`config.mk`:
```
export PLATFORM = sky130hd
export DESIGN_NAME = fpimm_ctor
export DESIGN_NICKNAME = d
export VERILOG_FILES = /design/src/rtl/fpimm_pkg.sv /design/src/rtl/fpimm_narrow.sv /design/src/rtl/fpimm_widen.sv /design/src/rtl/fpimm_ctor.sv
export SDC_FILE = /design/constraint.sdc
export NUM_CORES = 1
export LEC_CHECK = 0
export BUFFER_PORTS_ARGS = -buffer_cell sky130_fd_sc_hd__buf_4
export CORE_UTILIZATION = 45
export DETAILED_ROUTE_END_ITERATION = 8
export PLACE_DENSITY_LB_ADDON = 0.12
export SLEW_MARGIN = 40
export SYNTH_ARGS = -nofsm -noshare
export SYNTH_HDL_FRONTEND = slang
export SYNTH_SLANG_ARGS = --single-unit
```
`constraint.sdc`:
```
create_clock -name clk -period 2.89 [get_ports clk]
set_input_delay 0.1445 -clock clk [delete_from_list [all_inputs] [get_ports clk]]
set_output_delay 0.1445 -clock clk [all_outputs]
set_load 0.01 [all_outputs]
```
`src/rtl/fpimm_pkg.sv`:
```
package fpimm_pkg;
    localparam int IMM_W  = 16;
    localparam int SP_EXP = 8;
    localparam int SP_MAN = 23;
    localparam int DP_EXP = 11;
    localparam int DP_MAN = 52;
    localparam int SP_W   = 1 + SP_EXP + SP_MAN;
    localparam int DP_W   = 1 + DP_EXP + DP_MAN;

    typedef enum logic {
        OP_LOAD   = 1'b0,
        OP_INSERT = 1'b1
    } fpimm_op_e;

    typedef struct packed {
        logic [DP_W-1:0] result;
        logic            wr;
    } fpimm_state_t;
endpackage

```
`src/rtl/fpimm_narrow.sv`:
```
module fpimm_narrow #(
    parameter int SE = fpimm_pkg::SP_EXP,
    parameter int SM = fpimm_pkg::SP_MAN,
    parameter int DE = fpimm_pkg::DP_EXP,
    parameter int DM = fpimm_pkg::DP_MAN
) (
    input  logic [DE+DM:0] dbl_in,
    output logic [SE+SM:0] sgl_out
);
    localparam int LOW_EXP = SE - 1;

    always_comb begin
        sgl_out = {dbl_in[DE+DM],
                   dbl_in[DE+DM-1],
                   dbl_in[DM+LOW_EXP-1 -: LOW_EXP],
                   dbl_in[DM-1 -: SM]};
    end
endmodule

```
`src/rtl/fpimm_widen.sv`:
```
module fpimm_widen #(
    parameter int SE = fpimm_pkg::SP_EXP,
    parameter int SM = fpimm_pkg::SP_MAN,
    parameter int DE = fpimm_pkg::DP_EXP,
    parameter int DM = fpimm_pkg::DP_MAN
) (
    input  logic [SE+SM:0] sgl_in,
    output logic [DE+DM:0] dbl_out
);
    localparam int SBIAS    = (1 << (SE - 1)) - 1;
    localparam int DBIAS    = (1 << (DE - 1)) - 1;
    localparam int BIAS_D   = DBIAS - SBIAS;
    localparam int SUB_OFF  = DBIAS - SBIAS - SM + 1;
    localparam int PAD      = DM - SM;

    logic          s_sign;
    logic [SE-1:0] s_exp;
    logic [SM-1:0] s_man;
    logic [DE-1:0] d_exp;
    logic [SM-1:0] d_man_top;
    logic [SM-1:0] shifted;
    int            lead;

    assign s_sign = sgl_in[SE+SM];
    assign s_exp  = sgl_in[SE+SM-1:SM];
    assign s_man  = sgl_in[SM-1:0];

    always_comb begin
        lead = 0;
        for (int i = 0; i < SM; i++) begin
            if (s_man[i]) lead = i;
        end
        shifted = s_man << (SM - lead);
        if (s_exp == '0) begin
            if (s_man == '0) begin
                d_exp     = '0;
                d_man_top = '0;
            end else begin
                d_exp     = DE'(lead + SUB_OFF);
                d_man_top = shifted;
            end
        end else if (s_exp == '1) begin
            d_exp     = '1;
            d_man_top = s_man;
        end else begin
            d_exp     = DE'(int'(s_exp) + BIAS_D);
            d_man_top = s_man;
        end
        dbl_out = {s_sign, d_exp, d_man_top, {PAD{1'b0}}};
    end
endmodule

```
`src/rtl/fpimm_ctor.sv`:
```
module fpimm_ctor
    import fpimm_pkg::*;
#(
    parameter int IW = fpimm_pkg::IMM_W
) (
    input  logic             clk,
    input  logic             rst_n,
    input  logic             op_valid,
    input  logic             op_sel,
    input  logic [IW-1:0]    imm,
    input  logic [DP_W-1:0]  reg_cur,
    output logic [DP_W-1:0]  result,
    output logic             wr_en
);
    localparam int HI_W = SP_W - IW;

    fpimm_state_t state_d, state_q;
    fpimm_op_e    op;
    logic [SP_W-1:0] narrowed;
    logic [SP_W-1:0] sgl_pat;
    logic [DP_W-1:0] widened;

    assign op = fpimm_op_e'(op_sel);

    fpimm_narrow u_narrow (
        .dbl_in  (reg_cur),
        .sgl_out (narrowed)
    );

    always_comb begin
        if (op == OP_INSERT) sgl_pat = {narrowed[SP_W-1 -: HI_W], imm};
        else                 sgl_pat = {imm, {HI_W{1'b0}}};
    end

    fpimm_widen u_widen (
        .sgl_in  (sgl_pat),
        .dbl_out (widened)
    );

    always_comb begin
        state_d        = state_q;
        state_d.wr     = op_valid;
        if (op_valid) state_d.result = widened;
    end

    always_ff @(posedge clk) begin
        if (!rst_n) state_q <= '0;
        else        state_q <= state_d;
    end

    assign result = state_q.result;
    assign wr_en  = state_q.wr;

    p_strobe_r7: assert property (@(posedge clk) disable iff (!rst_n)
        op_valid |=> wr_en);
    p_idle_hold_r7: assert property (@(posedge clk) disable iff (!rst_n)
        !op_valid |=> (!wr_en && $stable(result)));
    p_low_zero_r5: assert property (@(posedge clk) disable iff (!rst_n)
        wr_en |-> (result[28:0] == '0));
    p_load_sign_r1: assert property (@(posedge clk) disable iff (!rst_n)
        (op_valid && !op_sel) |=> (result[DP_W-1] == $past(imm[IW-1])));
    p_ins_sign_r9: assert property (@(posedge clk) disable iff (!rst_n)
        (op_valid && op_sel) |=> (result[DP_W-1] == $past(reg_cur[DP_W-1])));
    p_special_exp_r3: assert property (@(posedge clk) disable iff (!rst_n)
        (op_valid && !op_sel && imm[IW-2 -: SP_EXP] == '1)
            |=> (result[DP_W-2 -: DP_EXP] == '1));
endmodule

```
# Yosys cells after proc, flatten, opt, wreduce, memory -nomap -nowiden
# Cells that the tools add are included.
# totals
out_inout_bits	65
register_bits	36
elab_cells	37
# op_classes
eq_ne	1
reduce_logical	2
add_sub_neg	3
muxes	28
shift	1
# ops
operator	count
23-bit 2-to-1 mux	2
5-bit 2-to-1 mux	7
11-bit 2-to-1 mux	3
32-bit 2-to-1 mux	1
4-bit 2-to-1 mux	8
23-bit by 32-bit left shift with 23-bit output	1
23-bit logical NOT	1
3-bit 2-to-1 mux	4
5-bit by 10-bit adder with 11-bit output (second input constant)	1
8-bit by 10-bit adder with 11-bit output (second input constant)	1
8-bit equality test (second input constant)	1
8-bit logical NOT	1
5-bit by 5-bit subtractor with 6-bit output (first input constant)	1
2-bit 2-to-1 mux	2
1-bit 2-to-1 mux	1

# Logic depth before layout (Yosys ltp)
# logic_depth
ltp_word	27
depth_mapped	15
ltp_nobuf	13

# Cells and area by module
# A second synthesis with hierarchy kept.
# hier_totals
hier_cells	634
area_unflattened_um2	5283.8
# by_module_without_submodules
mod	area_per_inst_um2	instances	cells_each
fpimm_ctor	2783.9	1	243
fpimm_widen	2259.7	1	359
fpimm_narrow	240.2	1	32

# Worst setup path after synthesis
# No wires, ideal clock.
# synth_path
kind	input to register
from	input imm[3]
to	register state_q (netlist bit result[34])
slack_ps	114
t_arrival_ps	2653
setup_ps	123
n_path_buf	2
stages	14
path_cell_list	buf_2 -> nor3_1 -> o22ai_1 -> nor3_1 -> nand2_1 -> inv_2 -> ha_1 -> clkbuf_1 -> inv_1 -> nand2_1 -> nor2_1 -> a32o_1 -> a221oi_1 -> nor2_1
# synth_via
elab_chain_cells	25
word_cells_on_any_way	26
cone_classes	1 x add/sub; 1 x shift; 23 x mux; 1 x reduce/logical
# synth_lines
item	line_no	rtl
from (decl)	fpimm_ctor.sv:10	input logic [IW-1:0] imm,
32-bit 2-to-1 mux *	fpimm_ctor.sv:31	if (op == OP_INSERT) sgl_pat = {narrowed[SP_W-1 -: HI_W], imm};
2-bit 2-to-1 mux	fpimm_widen.sv:31	if (s_man[i]) lead = i;
3-bit 2-to-1 mux (4 in a row)	fpimm_widen.sv:31	
4-bit 2-to-1 mux (8 in a row)	fpimm_widen.sv:31	
5-bit 2-to-1 mux (7 in a row)	fpimm_widen.sv:31	
5-bit by 5-bit subtractor with 6-bit output	fpimm_widen.sv:33	shifted = s_man << (SM - lead);
23-bit by 32-bit left shift with 23-bit output	fpimm_widen.sv:33	
23-bit 2-to-1 mux *	fpimm_widen.sv:35	if (s_man == '0) begin
23-bit 2-to-1 mux *	fpimm_widen.sv:34	if (s_exp == '0) begin
to (signal assigned)	fpimm_ctor.sv:48	else state_q <= state_d;
to (decl)	fpimm_ctor.sv:17	fpimm_state_t state_d, state_q;
# Every way passes the cells marked *; elsewhere a longest branch is shown, timed or not.
# A chain may end at the register's enable or synchronous reset.

# Worst setup path after layout
# layout_path
from	input op_sel
to	register state_q (netlist bit result[34])
# layout_via
elab_chain_cells	27
word_cells_on_any_way	29
cone_classes	1 x add/sub; 1 x shift; 25 x mux; 2 x reduce/logical
# layout_lines
item	line_no	rtl
from (decl)	fpimm_ctor.sv:9	input logic op_sel,
32-bit 2-to-1 mux *	fpimm_ctor.sv:31	
1-bit 2-to-1 mux	fpimm_widen.sv:31	
2-bit 2-to-1 mux (2 in a row)	fpimm_widen.sv:31	
3-bit 2-to-1 mux (4 in a row)	fpimm_widen.sv:31	
4-bit 2-to-1 mux (8 in a row)	fpimm_widen.sv:31	
5-bit 2-to-1 mux (7 in a row)	fpimm_widen.sv:31	
5-bit by 5-bit subtractor with 6-bit output	fpimm_widen.sv:33	
23-bit by 32-bit left shift with 23-bit output	fpimm_widen.sv:33	
23-bit 2-to-1 mux	fpimm_widen.sv:35	
23-bit 2-to-1 mux *	fpimm_widen.sv:34	
# Marked as above.

==> impl_metrics.csv <==
group,metric,value,unit
clocking,insertion_delay,290,ps
yosys,yosysWarnings,0,
worst_setup_path,end_kind,"flop",
yosys,synth_cells,448,
worst_setup_path,cp_data_required_time,3060,ps
yosys,synth_edf_count,0,
worst_setup_path,crit_fanout,23,
timing,fin_skew,0,ps
pwr,power.leakage,1.854,nW
place,io_buffers,71,
yosys,synth-seq-cells,35,
clocking,hold_buffers,0,
finish,fillers,720,
clocking,cts_sinks,35,
pwr,power_density,375.5,nW/um^2
yosys,ys_top_cells_by_area,"dfxtp_1, mux2i_1, buf_4",
die,die-area,8230,sq um
global_route,grt-ovfl-total,0,
yosys,synth_top_cell_by_area,"dfxtp_1",
detailed_routing,drt_iter0_markers,335,
finish,multi_input_area,2472,sq um
global_route,grt_pass1_vias,3701,
clocking,cts_resized,0,
timing,slew_headroom,0.6702,
global_route,grt_max_degree,49,
timing,hold-worst-slack,215.2,ps
worst_setup_path,crit_path_cell_trace,"buf_4 > buf_4 > nand2b_1 > nor3_1 > o211ai_1 > a31oi_2 > buf_12 > mux2i_1 > mux2i_1 > a32o_1 > a221oi_1 > nor2_1",
clocking,cts_tree,"built",
finish,n_antenna_cell,0,
global_route,grt_antenna_before_repair,0,
finish,finalNetCount,621,
detailed_routing,ant_nets,0,
worst_setup_path,slowest_delay,360,ps
timing,period_minus_slack,2667,ps
worst_setup_path,slowest_stage,"a32o_1",
finish,stdcell_count,634,
die,core-area,7447,sq um
finish,syn2layout_area_growth,23.56,%
timing,drv_slew,0,
timing,tightest_slew,489.6,ps
yosys,synthTopCellsByCount,"nand2_1, nor2_1, dfxtp_1, o21ai_0, mux2i_1",
worst_setup_path,worst_r2r_path_depth,3,
die,start_util,0.4756,
finish,drive_above_1_share,0.3234,
clocking,htreeDepth,2,
worst_setup_path,crit_family,"compound AO/OA/AOI/OAI gates",
detailed_routing,wl_per_cell,20.03,um
clocking,clock-root-buffer,"clkbuf_8",
worst_setup_path,critPathKind,"in -> reg",
detailed_routing,vias,3835,
timing,hold_viol,0,
yosys,async_reset_ff_frac,0,
detailed_routing,postRouteWirelength,12700,um
hold_path,hp-class,"in -> reg",
global_route,grt_pass1_wl,19950,um
timing,timing.final.crit_share,0.9229,
yosys,synth.yosys.seq_area_share,0.1978,
worst_setup_path,worstSetupStartpointType,"primary input",
timing,setup_violations,0,
timing,fmax,374.9,MHz
clocking,cts.path.max_buffers,2,
detailed_routing,drc,0,
pwr,ir_worst_vdd,0.2989,mV
clocking,cts_buffers,5,
place,globalplace.congestion,0.9395,
place,placed_cells,626,
worst_setup_path,cp.depth,12,
yosys,avgSynthCellArea,7.907,sq um
timing,rsz0062_at_grt,"false",
worst_setup_path,path_buf_inv,3,
global_route,grt.total_usage,0.3111,
yosys,synth_cell_types,76,
yosys,synthFlopType,"dfxtp_1",
run_status,status,"completed",
hold_path,hold_depth,3,
flow_run,maxCapViolCount,0,
yosys,yosysTopAreaCellShare,0.1978,
clocking,clk_pin_slew,70,ps
die,die-width,90.72,um
place,dp_hpwl,9724,um
finish,final_design_area_no_fill,4377,sq um
die,die_y,90.72,um
finish,seqCellArea,700.7,sq um
detailed_routing,vias_per_cell,6.049,
place,place_area,4259,sq um
yosys,netlist_area,3542,sq um
die,ios,149,
clocking,post_cts_buffers,0,
place,post-place-ws,-15.81,ps
detailed_routing,first_pass_iters,4,
timing,fin_ws,222.9,ps
worst_setup_path,worstPathArrival,2840,ps
die,rows,31,
cell usage in the layout (no fill, tap or decap), drive strengths merged, types with 5 or more instances in the layout:
cell type,n
nor2,41
mux2i,37
a211oi,7
mux4,7
nor3,19
inv,7
clkbuf,6
o22ai,5
a221oi,8
buf,122
nand2b,5
o211ai,6
nand2,39
conb,29
nor4,10
a21oi,17
a31oi,11
mux2,6
nand3,8
dfxtp,35
o21ai,38
worst min-delay path: stages:
cell and delay [ps]:
buf_4 110, mux2i_1 120, a211oi_1 90
per-layer routing:
| layer | GRT usage | wire length (um) |
|---|---|---|
| met1 | 0.4007 | 5564 |
| met2 | 0.5372 | 6002 |
| met3 | 0.04798 | 874 |
| met4 | 0.07930 | 257 |
| met5 | 0 | 0 |
through the flow:
step,total power [W],TNS [ps],util
5_1_grt,0.001723,0,0.5877
3_3_place_gp,0.001175,0,0.5719
3_5_place_dp,0.001181,-15.81,0.5719
2_1_floorplan,0.0009746,0,-
4_1_cts,0.001643,0,0.5877
6_report,0.001643,0,0.5877
final cells by class:
type | instances | share of cell area
inverters | 9 | 0.007719
multi-input cells | 361 | 0.5649
repair buffers | 122 | 0.2121
clock buffers | 6 | 0.01887
flip-flops and latches | 35 | 0.1601
well taps | 99 | 0.02830
clock inverters | 2 | 0.008005
final timing paths:
check	start	end	slack, ps
max	op_sel	result[34]$_SDFFE_PN0P_	220
min	reg_cur[63]	result[63]$_SDFFE_PN0P_	220
max reg2reg	result[51]$_SDFFE_PN0P_	result[51]$_SDFFE_PN0P_	1910
min reg2reg	result[35]$_SDFFE_PN0P_	result[35]$_SDFFE_PN0P_	490
state kept, by name, summed over array words and instances, names as in the netlist:
signal and count:
result 34, wr_en 1
power breakdown:
group | switching [W] | leakage [nW] | internal, W
clock network | 0.000183 | 0.0612 | 0.000279
logic | 0.000364 | 1.50 | 0.000283
registers | 0.0000173 | 0.290 | 0.000517
kinds of logic (layout without fill, tap and decap cells):
| kind of cell | after synthesis | after routing | share of synthesized area |
|---|---|---|---|
| flip-flops | 35 | 35 | 0.1978 |
| other | 1 | 29 | 0.001059 |
| XOR/XNOR | 1 | 1 | 0.002473 |
| AND/OR/NAND/NOR | 141 | 141 | 0.1982 |
| buffers and inverters | 80 | 139 | 0.1356 |
| multiplexers | 50 | 50 | 0.1713 |
| AO/OA/AOI/OAI | 137 | 137 | 0.2829 |
| adder cells (fa/ha/maj) | 3 | 3 | 0.01060 |
(Power assumes the default switching activity.)
